File: src/rtl/softmute_pkg.sv
package softmute_pkg;
  parameter int SM_STEPS = 32;
  localparam int SM_IDX_W = $clog2(SM_STEPS);

  typedef enum logic [1:0] {
    ST_OPEN    = 2'd0,
    ST_FALLING = 2'd1,
    ST_SILENT  = 2'd2,
    ST_RISING  = 2'd3
  } rampState_e;

  typedef struct packed {
    logic                tick;
    logic                hardMute;
    logic [SM_IDX_W-1:0] gainIdx;
  } smStrobe_t;
endpackage

File: src/rtl/softmute_ctrl.sv
module softmute_ctrl
  import softmute_pkg::*;
#(
  parameter int DIV_FAST    = 1,
  parameter int DIV_MID     = 2,
  parameter int DIV_SLOW    = 192,
  parameter int ALIGN_TICKS = 15
) (
  input  logic      clk,
  input  logic      rstN,
  input  logic      sampleTick,
  input  logic      mutePin,
  input  logic      muteBit,
  input  logic [1:0] rampSel,
  input  logic      srcChange,
  input  logic      remainBit,
  output smStrobe_t strobe,
  output logic      rampBusy
);
  localparam int DIV_MAX = (DIV_SLOW > DIV_MID) ?
                           ((DIV_SLOW > DIV_FAST) ? DIV_SLOW : DIV_FAST) :
                           ((DIV_MID > DIV_FAST) ? DIV_MID : DIV_FAST);
  localparam int DIV_W = $clog2(DIV_MAX + 1);
  localparam int ALN_W = $clog2(ALIGN_TICKS + 1);
  localparam logic [SM_IDX_W-1:0] IDX_LAST = SM_IDX_W'(SM_STEPS - 1);
  localparam logic [SM_IDX_W-1:0] IDX_FIRST = '0;

  rampState_e          state;
  logic [SM_IDX_W-1:0] gainIdx;
  logic [DIV_W-1:0]    divCnt;
  logic [DIV_W-1:0]    divLimit;
  logic [ALN_W-1:0]    alnCnt;
  logic                muteReq;
  logic                stepDue;
  logic [DIV_W-1:0]    selLimit;

  assign muteReq = mutePin | muteBit;
  assign stepDue = (divCnt == divLimit - 1'b1);

  always_comb begin
    unique case (rampSel)
      2'd0:    selLimit = DIV_W'(DIV_FAST);
      2'd1:    selLimit = DIV_W'(DIV_MID);
      default: selLimit = DIV_W'(DIV_SLOW);
    endcase
  end

  // Ramp sequencer: every decision is taken on a sample tick.
  always_ff @(posedge clk or negedge rstN) begin
    if (!rstN) begin
      state    <= ST_OPEN;
      gainIdx  <= IDX_FIRST;
      divCnt   <= '0;
      divLimit <= DIV_W'(DIV_FAST);
    end else if (sampleTick) begin
      unique case (state)
        ST_OPEN: begin
          if (muteReq) begin
            state    <= ST_FALLING;
            divCnt   <= '0;
            divLimit <= selLimit;
          end
        end
        ST_FALLING: begin
          if (stepDue) begin
            divCnt  <= '0;
            gainIdx <= gainIdx + 1'b1;
            if (gainIdx + 1'b1 == IDX_LAST) begin
              if (!muteReq) begin
                state    <= ST_RISING;
                divLimit <= selLimit;
              end else begin
                state <= ST_SILENT;
              end
            end
          end else begin
            divCnt <= divCnt + 1'b1;
          end
        end
        ST_SILENT: begin
          if (!muteReq) begin
            state    <= ST_RISING;
            divCnt   <= '0;
            divLimit <= selLimit;
          end
        end
        ST_RISING: begin
          if (stepDue) begin
            divCnt  <= '0;
            gainIdx <= gainIdx - 1'b1;
            if (gainIdx - 1'b1 == IDX_FIRST) begin
              if (muteReq) begin
                state    <= ST_FALLING;
                divLimit <= selLimit;
              end else begin
                state <= ST_OPEN;
              end
            end
          end else begin
            divCnt <= divCnt + 1'b1;
          end
        end
        default: state <= ST_OPEN;
      endcase
    end
  end

  // Alignment window counter, loaded on a source change unless remain is set.
  always_ff @(posedge clk or negedge rstN) begin
    if (!rstN) begin
      alnCnt <= '0;
    end else if (srcChange && !remainBit) begin
      alnCnt <= ALN_W'(ALIGN_TICKS);
    end else if (sampleTick && alnCnt != '0) begin
      alnCnt <= alnCnt - 1'b1;
    end
  end

  assign rampBusy        = (state != ST_OPEN);
  assign strobe.tick     = sampleTick;
  assign strobe.hardMute = (alnCnt != '0);
  assign strobe.gainIdx  = gainIdx;

  // the open state always sits at unity gain.
  a_r1_open_unity: assert property (@(posedge clk) disable iff (!rstN)
    (state == ST_OPEN) |-> (gainIdx == IDX_FIRST));

  // nothing in the sequencer moves without a tick.
  a_r2_tick_gated: assert property (@(posedge clk) disable iff (!rstN)
    !sampleTick |=> ($stable(gainIdx) && $stable(rampBusy)));

  // the gain walks the table one step at a time.
  a_r5_single_step: assert property (@(posedge clk) disable iff (!rstN)
    1'b1 |=> ((gainIdx == $past(gainIdx)) ||
              (gainIdx == $past(gainIdx) + 1'b1) ||
              (gainIdx == $past(gainIdx) - 1'b1)));

  // busy only rises when a fade-out begins.
  a_r4_busy_starts_fall: assert property (@(posedge clk) disable iff (!rstN)
    $rose(rampBusy) |-> (state == ST_FALLING && gainIdx == IDX_FIRST));

  // with remain set and no window open, a source change opens none.
  a_r10_remain_quiet: assert property (@(posedge clk) disable iff (!rstN)
    (srcChange && remainBit && alnCnt == '0) |=> (alnCnt == '0));
endmodule

File: src/rtl/softmute_datapath.sv
module softmute_datapath
  import softmute_pkg::*;
#(
  parameter int DATA_W = 16,
  parameter int GAIN_W = 16
) (
  input  logic                     clk,
  input  logic                     rstN,
  input  smStrobe_t                strobe,
  input  logic signed [DATA_W-1:0] sampleIn,
  output logic signed [DATA_W-1:0] sampleOut
);
  localparam int  PW    = DATA_W + GAIN_W + 1;
  localparam int  FRAC  = GAIN_W - 1;
  localparam int  CURVE_N = SM_STEPS - 1;
  localparam longint UNITY = 64'sd1 <<< FRAC;
  localparam longint MAXL  = (64'sd1 <<< (DATA_W - 1)) - 1;
  localparam longint MINL  = -(64'sd1 <<< (DATA_W - 1));

  function automatic logic [GAIN_W-1:0] curveGain(input int step);
    longint i;
    longint n;
    longint drop;
    i    = longint'(step);
    n    = longint'(CURVE_N);
    drop = (UNITY * (3 * i * i * n - 2 * i * i * i)) / (n * n * n);
    return GAIN_W'(UNITY - drop);
  endfunction

  logic [GAIN_W-1:0] gainTab [SM_STEPS];

  for (genvar g = 0; g < SM_STEPS; g++) begin : g_curve
    assign gainTab[g] = curveGain(g);
  end

  logic [GAIN_W-1:0]      gainSel;
  logic signed [PW-1:0]   product;
  logic signed [PW-1:0]   rounded;
  logic signed [DATA_W-1:0] clipped;

  assign gainSel = gainTab[strobe.gainIdx];
  assign product = PW'($signed(sampleIn)) * $signed({1'b0, gainSel});
  assign rounded = (product + $signed(PW'(64'sd1 <<< (FRAC - 1)))) >>> FRAC;

  always_comb begin
    if (rounded > $signed(PW'(MAXL))) begin
      clipped = DATA_W'(MAXL);
    end else if (rounded < $signed(PW'(MINL))) begin
      clipped = DATA_W'(MINL);
    end else begin
      clipped = rounded[DATA_W-1:0];
    end
  end

  always_ff @(posedge clk or negedge rstN) begin
    if (!rstN) begin
      sampleOut <= '0;
    end else if (strobe.tick) begin
      sampleOut <= strobe.hardMute ? '0 : clipped;
    end
  end

  // the output only updates on a tick.
  a_r8_hold_between_ticks: assert property (@(posedge clk) disable iff (!rstN)
    !strobe.tick |=> $stable(sampleOut));

  // a tick inside the alignment window produces silence.
  a_r9_window_silent: assert property (@(posedge clk) disable iff (!rstN)
    (strobe.tick && strobe.hardMute) |=> (sampleOut == '0));

  // the last step of the curve gives silence for any input.
  a_r7_last_step_silent: assert property (@(posedge clk) disable iff (!rstN)
    (strobe.tick && strobe.gainIdx == SM_IDX_W'(SM_STEPS - 1)) |=> (sampleOut == '0));
endmodule

File: src/rtl/softmute_ramp.sv
module softmute_ramp
  import softmute_pkg::*;
#(
  parameter int DATA_W      = 16,
  parameter int GAIN_W      = 16,
  parameter int DIV_FAST    = 1,
  parameter int DIV_MID     = 2,
  parameter int DIV_SLOW    = 192,
  parameter int ALIGN_TICKS = 15
) (
  input  logic                     clk,
  input  logic                     rstN,
  input  logic                     sampleTick,
  input  logic                     mutePin,
  input  logic                     muteBit,
  input  logic [1:0]               rampSel,
  input  logic                     srcChange,
  input  logic                     remainBit,
  input  logic signed [DATA_W-1:0] sampleIn,
  output logic signed [DATA_W-1:0] sampleOut,
  output logic                     rampBusy
);
  smStrobe_t strobe;

  softmute_ctrl #(
    .DIV_FAST   (DIV_FAST),
    .DIV_MID    (DIV_MID),
    .DIV_SLOW   (DIV_SLOW),
    .ALIGN_TICKS(ALIGN_TICKS)
  ) u_ctrl (
    .clk       (clk),
    .rstN      (rstN),
    .sampleTick(sampleTick),
    .mutePin   (mutePin),
    .muteBit   (muteBit),
    .rampSel   (rampSel),
    .srcChange (srcChange),
    .remainBit (remainBit),
    .strobe    (strobe),
    .rampBusy  (rampBusy)
  );

  softmute_datapath #(
    .DATA_W(DATA_W),
    .GAIN_W(GAIN_W)
  ) u_datapath (
    .clk      (clk),
    .rstN     (rstN),
    .strobe   (strobe),
    .sampleIn (sampleIn),
    .sampleOut(sampleOut)
  );
endmodule

File: config.mk
export PLATFORM = sky130hd
export DESIGN_NAME = softmute_ramp
export DESIGN_NICKNAME = d
export VERILOG_FILES = /design/src/rtl/softmute_pkg.sv /design/src/rtl/softmute_ctrl.sv /design/src/rtl/softmute_datapath.sv /design/src/rtl/softmute_ramp.sv
export SDC_FILE = /design/constraint.sdc
export NUM_CORES = 1
export LEC_CHECK = 0
export CORE_MARGIN = 4
export CORE_UTILIZATION = 30
export DETAILED_ROUTE_END_ITERATION = 7
export DONT_BUFFER_PORTS = 1
export SYNTH_ARGS = -nofsm -noshare
export SYNTH_HDL_FRONTEND = slang
export SYNTH_SLANG_ARGS = --single-unit
File: constraint.sdc
create_clock -name clk -period 11.15 [get_ports clk]
set_input_delay 1.115 -clock clk [delete_from_list [all_inputs] [get_ports clk]]
set_output_delay 1.115 -clock clk [all_outputs]
set_load 0.01 [all_outputs]
Word level (Yosys, flattened, before mapping):

Memories as Yosys holds them, arrays and structs flattened.
Index checks and enable logic that the tools add are counted.

* register bits after elaboration: 43
* bits in read-only memories: 512
* input port bits: 25
* output and inout port bits: 17
* word-level logic and storage cells: 77
* memories kept: 1

Memory list
* (name not given): depth 32, width 16, read ports 1, clocked after Yosys merged registers in 0, write ports 0, line softmute_datapath.sv:41 `assign gainSel = gainTab[strobe.gainIdx];`

* $add $sub $neg: 6
* multipliers: 1
* order comparisons: 3
* equality and inequality tests: 12
* multiplexer cells: 31
* bitwise logic cells: 2
* reduce and logical (&&, ||, !) cells: 15

Operator list (count)
* $mux 16: 5
* $mux 8: 9
* $add 33x16->33 const B: 1
* $mul 16x17->33: 1
* $pmux 8 s4: 1
* $pmux 8 s3: 1
* $gt 18x16->1 const B: 1
* $lt 18x16->1 const B: 1
* $pmux 8 s2: 1
* $mux 2: 6
* $mux 5: 2
* $ne 2x1->1 const B: 5
* $pmux 5 s2: 1
* $add 8x1->8 const B: 1
* $eq 8x8->1: 1
* $mux 4: 2
* $pmux 2 s4: 1
* $sub 8x1->8 const B: 1
* $reduce_and 7->1: 1
* $ge 6x6->1 const B: 1
* $not 5->6: 1
* $reduce_bool 2->1: 3
* $add 5x1->5 const B: 1
* $eq 5x5->1 const B: 1
* 16 further kinds: 21

Logic depth before layout (Yosys ltp):

Gate-level depths: netlist of run 1.

* word-level depth: 10
* depth in mapped cells: 32
* mapped depth without buffers: 30

Hierarchy:

A second synthesis of run 1 with hierarchy kept.

* cell total of the unflattened synthesis: 1367
* area, all modules: 11733.8 um2

Modules (own cells, without submodules)
* softmute_datapath: instances 1, cells each 1215, area each 10313.6 um2, sequential area each 400.4 um2
* softmute_ctrl: instances 1, cells each 152, area each 1420.1 um2, sequential area each 551.8 um2

Worst setup path before layout of run 1:

Ideal clock, no wire load.

* kind: reg2reg
* start: register u_ctrl.gainIdx[1]
* end: register u_datapath.sampleOut[12]
* setup time: 0.150 ns
* data arrival time: 8.144 ns
* data required time: 11.000 ns
* path slack: 2.856 ns
* cell stages (with the launch flop): 33
* buffers on the path: 3
* clock period less this slack: 8.294 ns
* cells stage by stage: dfrtp_1 -> clkbuf_1 -> inv_1 -> ha_1 -> nand2b_1 -> nand2_1 -> nor2_1 -> a311oi_1 -> a21o_1 -> clkbuf_1 -> nand2_1 -> fa_1 -> inv_1 -> fa_1 -> inv_1 -> fa_1 -> inv_1 -> fa_1 -> fa_1 -> inv_1 -> fa_1 -> inv_1 -> ha_1 -> a21oi_1 -> o21ai_0 -> or4b_1 -> a41o_1 -> a31oi_2 -> o211ai_1 -> mux2_2 -> a211oi_4 -> buf_6 -> o311ai_1

* cells in the longest elaborated chain, start to end: 10
* elaborated cells on any way between the ends: 11
* classes of those cells: add/sub (1); mul (1); order compare (2); mux (5); bitwise (1); memory (1)

Ends and longest elaborated chain
* start, declared: line softmute_ctrl.sv:29 `logic [SM_IDX_W-1:0] gainIdx;`
* start signal, assigned: line softmute_ctrl.sv:67 `gainIdx <= gainIdx + 1'b1;`
* start signal, assigned: line softmute_ctrl.sv:90 `gainIdx <= gainIdx - 1'b1;`
* $not 5->6 (not written as such) *: line softmute_datapath.sv:41
* $mem_v2 32x16 *
* $mux 16 (not written as such) * (2 in series): line softmute_datapath.sv:41
* $mul 16x17->33 *: line softmute_datapath.sv:42 `assign product = PW'($signed(sampleIn)) * $signed({1'b0, gainSel});`
* $add 33x16->33 *: line softmute_datapath.sv:43 `assign rounded = (product + $signed(PW'(64'sd1 <<< (FRAC - 1)))) >>> FRAC;`
* $lt 18x16->1: line softmute_datapath.sv:48 `end else if (rounded < $signed(PW'(MINL))) begin`
* $mux 16: line softmute_datapath.sv:48
* $mux 16 *: line softmute_datapath.sv:46 `if (rounded > $signed(PW'(MAXL))) begin`
* $mux 16 *: line softmute_datapath.sv:59 `sampleOut <= strobe.hardMute ? '0 : clipped;`
* end signal, assigned: line softmute_datapath.sv:59
* end, declared: line softmute_datapath.sv:11 `output logic signed [DATA_W-1:0] sampleOut`

Every way passes the cells marked *; elsewhere a longest branch is shown, timed or not. The select of a mux whose other input is x is not followed.
A chain may end at the register's enable or synchronous reset.

Worst setup path in the final report of run 1:

* start: register u_ctrl.gainIdx[3]
* end: register u_datapath.sampleOut[5]

The elaborated chain is that of the path after synthesis.

==> flow_summary_export.csv, run 1 <==
group,metric,value,unit
global_routing,first_global_vias,9497,
global_routing,track_usage,14.7,%
synthesis,ys_top_cells_by_area,"fa_1, ha_1, inv_1, dfrtp_1, nand2_1",
clocking,clockBufferDepth,2,
final_layout,final_cells,1813,
routing,viasPerCell,4.93,
timing,min_period_over_period,87.2,%
clocking,clkTransAtPathRegs,0.06,ns
floorplanning,start_util,30.4,%
routing,dr_wl_met3,1420,µm
worst_setup_path,cpLargestDelayFamily,"adder cells",
synthesis,yosysTopAreaCellShare,33.9,%
hold_path,holdCritStartpoint,"u_ctrl.divLimit[1]",
clocking,root_buffer,"clkbuf_16",
final_layout,fill_cells,3998,
final_layout,multi_input_comb_area,0.00936,mm²
routing,remaining_drc_errors,0,
worst_setup_path,crit_start,"u_ctrl.gainIdx[3]",
routing,firstDrtPassIters,5,
hold_path,hold_path.class,"reg2reg",
floorplanning,fp.coreArea,0.0377,mm²
worst_setup_path,path_buf_inv,5,
floorplanning,io_pins,42,
final_layout,drive_gt1_share,3.77,%
final_layout,register_area,952,µm²
clocking,cts_htree_levels,2,
routing,drt_iter0_drc,585,
routing,wl_met1,13000,µm
power_and_ir_drop,p_per_area,36.9,mW/mm²
routing,drt_wl_total,29600,µm
routing,met2WireLength,14500,µm
worst_setup_path,reg2reg_from,"u_ctrl.gainIdx[3]",
floorplanning,die_w,203,µm
final_layout,areaGrowthSynthToFinish,5.84,%
clocking,cts_setup_buffers,0,
synthesis,synth_fp_nets,1690,
synthesis,ys_ff_latch,38,
worst_setup_path,path_cells,"inv_1 > o2111ai_1 > and4_1 > buf_4 > nand2_1 > fa_1 > fa_1 > inv_1 > fa_1 > fa_1 > fa_1 > inv_1 > fa_1 > inv_1 > ha_1 > a21oi_1 > o21ai_0 > a221oi_1 > o21a_1 > mux2i_1 > or4b_4 > and2_1 > o2111ai_1 > o311ai_1",
routing,wl_per_cell,16.3,µm
timing,final_max_slew_viol_count,0,
worst_setup_path,path_class,"reg2reg",
clocking,cts_sinks,38,
synthesis,postSynth.asyncResetShare,100,%
timing,tightest_slew,1.12,ns
place,placed_cells,1803,
job,drv_cap,0,
worst_setup_path,cp_slowest_cell,"dfrtp_1",
power_and_ir_drop,max-vdd-ir-drop,0.0000497,V
worst_setup_path,worstPathArrival,9.81,ns
global_routing,grt_pass1_wl,49700,µm
power_and_ir_drop,static-leakage-power,0.00595,µW
routing,antenna_left,0,
synthesis,synthFlopType,"dfrtp_1",
timing,tns,0,ns
timing,fin_hold_ws,0.487,ns
routing,highest_layer,"met4",
synthesis,synthCells,1337,
timing,max_freq,103,MHz
place,place_congestion,0.889,
clocking,cts_tree,"done",
final_layout,final_net_count,1652,
synthesis,synth_seq_area_share,8.31,%
clocking,post_cts_resized,0,
clocking,postCtsHoldBufs,0,
timing,rsz0062_at_grt,"no",
worst_setup_path,critPathLaunchType,"flop",
worst_setup_path,critPathCaptureType,"flop",
power_and_ir_drop,finalPower,447,µW
synthesis,yosysMostFrequentCell,"inv_1",
worst_setup_path,worstPathMaxFanout,35,
worst_setup_path,cp_data_required_time,11.23,ns
synthesis,synth_top_cells_by_count,"inv_1, fa_1, nand2_1, ha_1, and2_1",
synthesis,synth-warning-count,0,
synthesis,synth_edf_count,0,
place,portBuffers,0,
timing,fin_skew,0.00677,ns
place,post-dp-hpwl,23200,µm
floorplanning,row_count,71,
timing,final-hold-violation-count,0,
run_status,run_status,"finished, final reports clean",
worst_setup_path,timing.critical_path.slowest_cell_delay,1.01,ns
worst_setup_path,crit_top_cell,"fa_1",
timing,setup_violations,0,
floorplanning,die_area,0.0414,mm²
synthesis,yosysUniqueCellTypes,68,
timing,slew_headroom,25.0,%
routing,vias,8931,
global_routing,grt_max_degree,39,
timing,fin_crit,9.72,ns
synthesis,syn_area,0.0115,mm²
synthesis,synth_area_per_cell,8.57,µm²
global_routing,grt-ovfl-total,0,
floorplanning,die_y,203,µm
clocking,numCtsBuffers,5,
synthesis,synth_top_area_cell,"fa_1",
final_layout,post-route-util,32.2,%
clocking,clk_latency,0.28,ns
global_routing,antenna_found_initial,0,
worst reg2reg max path: cells and delay by family (launching register included):
| kind | cells | cell delay (ns) |
|---|---|---|
| adder cells (fa/ha/maj) | 7 | 3.46 |
| AO/OA/AOI/OAI | 7 | 2.46 |
| AND/OR/NAND/NOR | 4 | 1.48 |
| flip-flops | 1 | 1.01 |
| buffers and inverters | 5 | 0.91 |
| multiplexers | 1 | 0.19 |
where the power goes:
part / switching [µW] / internal, µW / leakage [µW]
logic: 76.5 / 54.8 / 0.00540
clock network: 55.9 / 88.5 / 0.0000729
registers: 19.5 / 152 / 0.000468
stage by stage:
stage                     area, µm²  setup WS [ns]
final                         12100           1.43
after detailed placement      12000           1.53
after CTS                     12100           1.49
after global placement        12000           1.79
after global routing          12100          0.804
after floorplan               11500           2.86
path summary, 6_finish.rpt:
path	endpoint	slack (ns)	cells past startpoint
setup / recovery	u_datapath.sampleOut[5]	1.43	24
hold / removal	u_ctrl.divLimit[1]	0.49	2
setup reg to reg	u_datapath.sampleOut[5]	1.43	24
hold reg to reg	u_ctrl.divLimit[1]	0.49	2
max in group asynchronous	u_ctrl.divLimit[0]	10.45	0
min in group asynchronous	u_ctrl.divCnt[0]	0.53	0
state kept, by name, summed over array words and instances (netlist names):
register              flops
u_ctrl.gainIdx            5
u_ctrl.state              2
u_datapath.sampleOut     16
u_ctrl.divCnt             8
u_ctrl.alnCnt             4
u_ctrl.divLimit           3
cells in the final DEF, fill, tap and decap left out, drive strengths merged, types with 6 or more instances in the layout:
cell    Yosys  final
nand3      16     16
o21ai      49     49
dfrtp      37     37
o311ai     15     15
a21o        9      9
ha        134    134
nand2     192    192
xnor2      23     23
mux2i       6      6
nor2       48     48
a211oi      8      8
a31oi       7      7
nand4       7      7
or2         9      9
and2      106    106
nor4        7      7
xor2       13     13
a21oi      40     40
buf         9     11
o31ai       6      6
clkbuf     47      6
mux2        7      7
inv       252    252
fa        194    194
nand2b     28     28
cell type report:
class	instances	share of cell area (%)
Antenna cell	2	0.0413
Clock buffer	6	1.14
Clock inverter	2	0.103
Inverter	252	7.80
Multi-Input combinational cell	991	77.1
Sequential cell	38	7.85
Tap cell	511	5.27
Timing Repair Buffer	11	0.681
layer usage:
metal  track usage, %  vias up
li1                 -     4143
met1             19.9     4559
met4             3.40        0
met5                0        -
met3             1.86       30
met2             25.3      199
cell families after synthesis:
family                   after synthesis  share of synthesized area [%]
AO/OA/AOI/OAI                        175                           10.2
XOR/XNOR                              36                           2.75
AND/OR/NAND/NOR                      439                           18.8
flip-flops                            38                           8.31
buffers and inverters                308                           10.3
multiplexers                          13                           1.21
adder cells (fa/ha/maj)              328                           48.5
No activity file was read; power rests on OpenSTA's default activity.
==> run 2, diff against run 1 <==
==> constraint.sdc (replaced) <==
create_clock -name clk -period 10.87 [get_ports clk]
set_input_delay 1.087 -clock clk [delete_from_list [all_inputs] [get_ports clk]]
set_output_delay 1.087 -clock clk [all_outputs]
set_load 0.01 [all_outputs]
==> run 2 against run 1 <==
Sequential share of layout area barely moved; die area did not move; worst hold slack improved by 0.0016 ns; first-iteration DRC count fell by 5.0%; routed wire length fell by 1.2%; critical path depth rose by 2; cell count fell by 0.11%; critical path type unchanged; highest routed layer unchanged.
==> flow_summary_export.csv, run 2 (synthesized netlist as in run 1, its figures left out) <==
group,metric,value,unit
routing,remaining_drc_errors,0,
worst_setup_path,cp_slowest_cell,"dfrtp_1",
worst_setup_path,worstPathArrival,9.73,ns
worst_setup_path,critPathCaptureType,"flop",
global_routing,first_global_vias,9462,
power_and_ir_drop,clkPwrFrac,32.1,%
clocking,clockBufferDepth,2,
place,pre_cts_slack,1.30,ns
worst_setup_path,cp_data_required_time,10.95,ns
worst_setup_path,critPathLaunchType,"flop",
place,post-dp-hpwl,23300,µm
worst_setup_path,crit_top_cell,"fa_1",
run_status,run_status,"finished, final reports clean",
global_routing,antenna_found_initial,0,
final_layout,register_area,952,µm²
clocking,postCtsHoldBufs,0,
place,place_congestion,0.878,
final_layout,final_common_cell,"inv_1",
clocking,cts_htree_levels,2,
final_layout,regMostFlops,"u_datapath.sampleOut",
power_and_ir_drop,max-vdd-ir-drop,0.0000534,V
clocking,numCtsBuffers,5,
clocking,root_buffer,"clkbuf_16",
clocking,clkTransAtPathRegs,0.06,ns
routing,vias,8932,
routing,drt_iter0_drc,556,
floorplanning,die_y,203,µm
final_layout,multi_input_comb_area,0.00936,mm²
global_routing,track_usage,14.5,%
floorplanning,io_pins,42,
floorplanning,start_util,30.4,%
final_layout,top_regs,"u_datapath.sampleOut (16), u_ctrl.divCnt (8), u_ctrl.gainIdx (5)",
final_layout,largest_reg_flops,16,
routing,firstDrtPassIters,4,
timing,min_period_over_period,88.8,%
global_routing,grt_pass1_wl,49300,µm
clocking,clk_latency,0.28,ns
clocking,cts_setup_buffers,0,
timing,slew_headroom,19.7,%
routing,drt_wl_total,29300,µm
timing,setup_violations,0,
power_and_ir_drop,p_seq_share,38.5,%
floorplanning,row_count,71,
timing,tightest_slew,1.20,ns
timing,timing.final.ws_setup,1.22,ns
timing,rsz0062_at_grt,"no",
power_and_ir_drop,p_int,303,µW
worst_setup_path,timing.critical_path.slowest_cell_delay,1.00,ns
worst_setup_path,path_class,"reg2reg",
job,drv_cap,0,
floorplanning,die_area,0.0414,mm²
timing,final_max_slew_viol_count,0,
final_layout,final_net_count,1652,
timing,fin_skew,0.00208,ns
worst_setup_path,worstPathMaxFanout,35,
timing,final-hold-violation-count,0,
clocking,cts_tree,"done",
clocking,post_cts_resized,0,
routing,wl_per_cell,16.2,µm
timing,tns,0,ns
final_layout,areaGrowthSynthToFinish,5.80,%
timing,max_freq,104,MHz
power_and_ir_drop,p_per_area,37.7,mW/mm²
hold_path,hold_path.class,"reg2reg",
final_layout,drive_gt1_share,3.77,%
final_layout,most-common-layout-cells,"inv_1, fa_1, nand2_1, ha_1, and2_1",
power_and_ir_drop,p_sw,155,µW
global_routing,grt-ovfl-total,0,
timing,fin_crit,9.65,ns
clocking,cts_sinks,38,
final_layout,fill_cells,3987,
routing,antenna_left,0,
floorplanning,die_w,203,µm
global_routing,grt_max_degree,39,
routing,viasPerCell,4.93,
power_and_ir_drop,combPwrFrac,29.4,%
final_layout,diodes,0,
floorplanning,fp.coreArea,0.0377,mm²
power_and_ir_drop,swShare,33.8,%
power_and_ir_drop,static-leakage-power,0.00595,µW
place,portBuffers,0,
-- run 2: changes by cell type in the layout (fill, tap and decap cells not counted), sizes merged --
cell / previous run / this run
diode: 2 / 0
-- run 2: cell type report --
type | count | area share (%)
multi-input cells | 991 | 77.1
flip-flops and latches | 38 | 7.85
inverters | 252 | 7.80
well taps | 511 | 5.27
clock buffers | 6 | 1.15
repair buffers | 11 | 0.681
clock inverters | 2 | 0.103
-- run 2: power by group through the flow --
stage	sequential [µW]	clock [µW]	combinational (µW)
finish	176	147	135
global route	179	156	154
CTS	175	150	136
detailed placement	178	0	135
global placement	178	0	132
floorplan	173	0	110
-- run 2: metrics by stage --
step	area [µm²]	power, µW	cells	hold slack [ns]	utilization (%)
global placement	12000	310	1803	0.475	31.8
detailed placement	12000	312	1803	0.477	31.8
finish	12100	457	1811	0.489	32.2
floorplan	11500	283	1337	0.450	-
CTS	12100	461	1811	0.490	32.2
global route	12100	488	1811	0.488	32.2
-- run 2: worst paths after layout --
| path | startpoint | endpoint | slack [ns] | cells after the start |
|---|---|---|---|---|
| max in group asynchronous | rstN | u_ctrl.divLimit[0] | 10.19 | 0 |
| max reg2reg | u_ctrl.gainIdx[3] | u_datapath.sampleOut[11] | 1.22 | 26 |
| max | u_ctrl.gainIdx[3] | u_datapath.sampleOut[11] | 1.22 | 26 |
| min | u_ctrl.divLimit[1] | u_ctrl.divLimit[1] | 0.49 | 2 |
| min reg2reg | u_ctrl.divLimit[1] | u_ctrl.divLimit[1] | 0.49 | 2 |
| min in group asynchronous | rstN | u_ctrl.divLimit[6] | 0.50 | 0 |
-- run 2: critical path: cells and delay by family (launching register included) --
family          cells  cell delay [ns]
buf+inv             6             1.03
compound gates      7             2.69
flops               1             1.00
fa+ha+maj           7             3.28
simple gates        4             1.10
mux                 2             0.30
-- run 2: metal layers --
layer,track usage (%),wire length [µm]
met5,0,0
met2,25.0,14400
met3,1.83,1400
met4,2.82,506
met1,19.7,13000
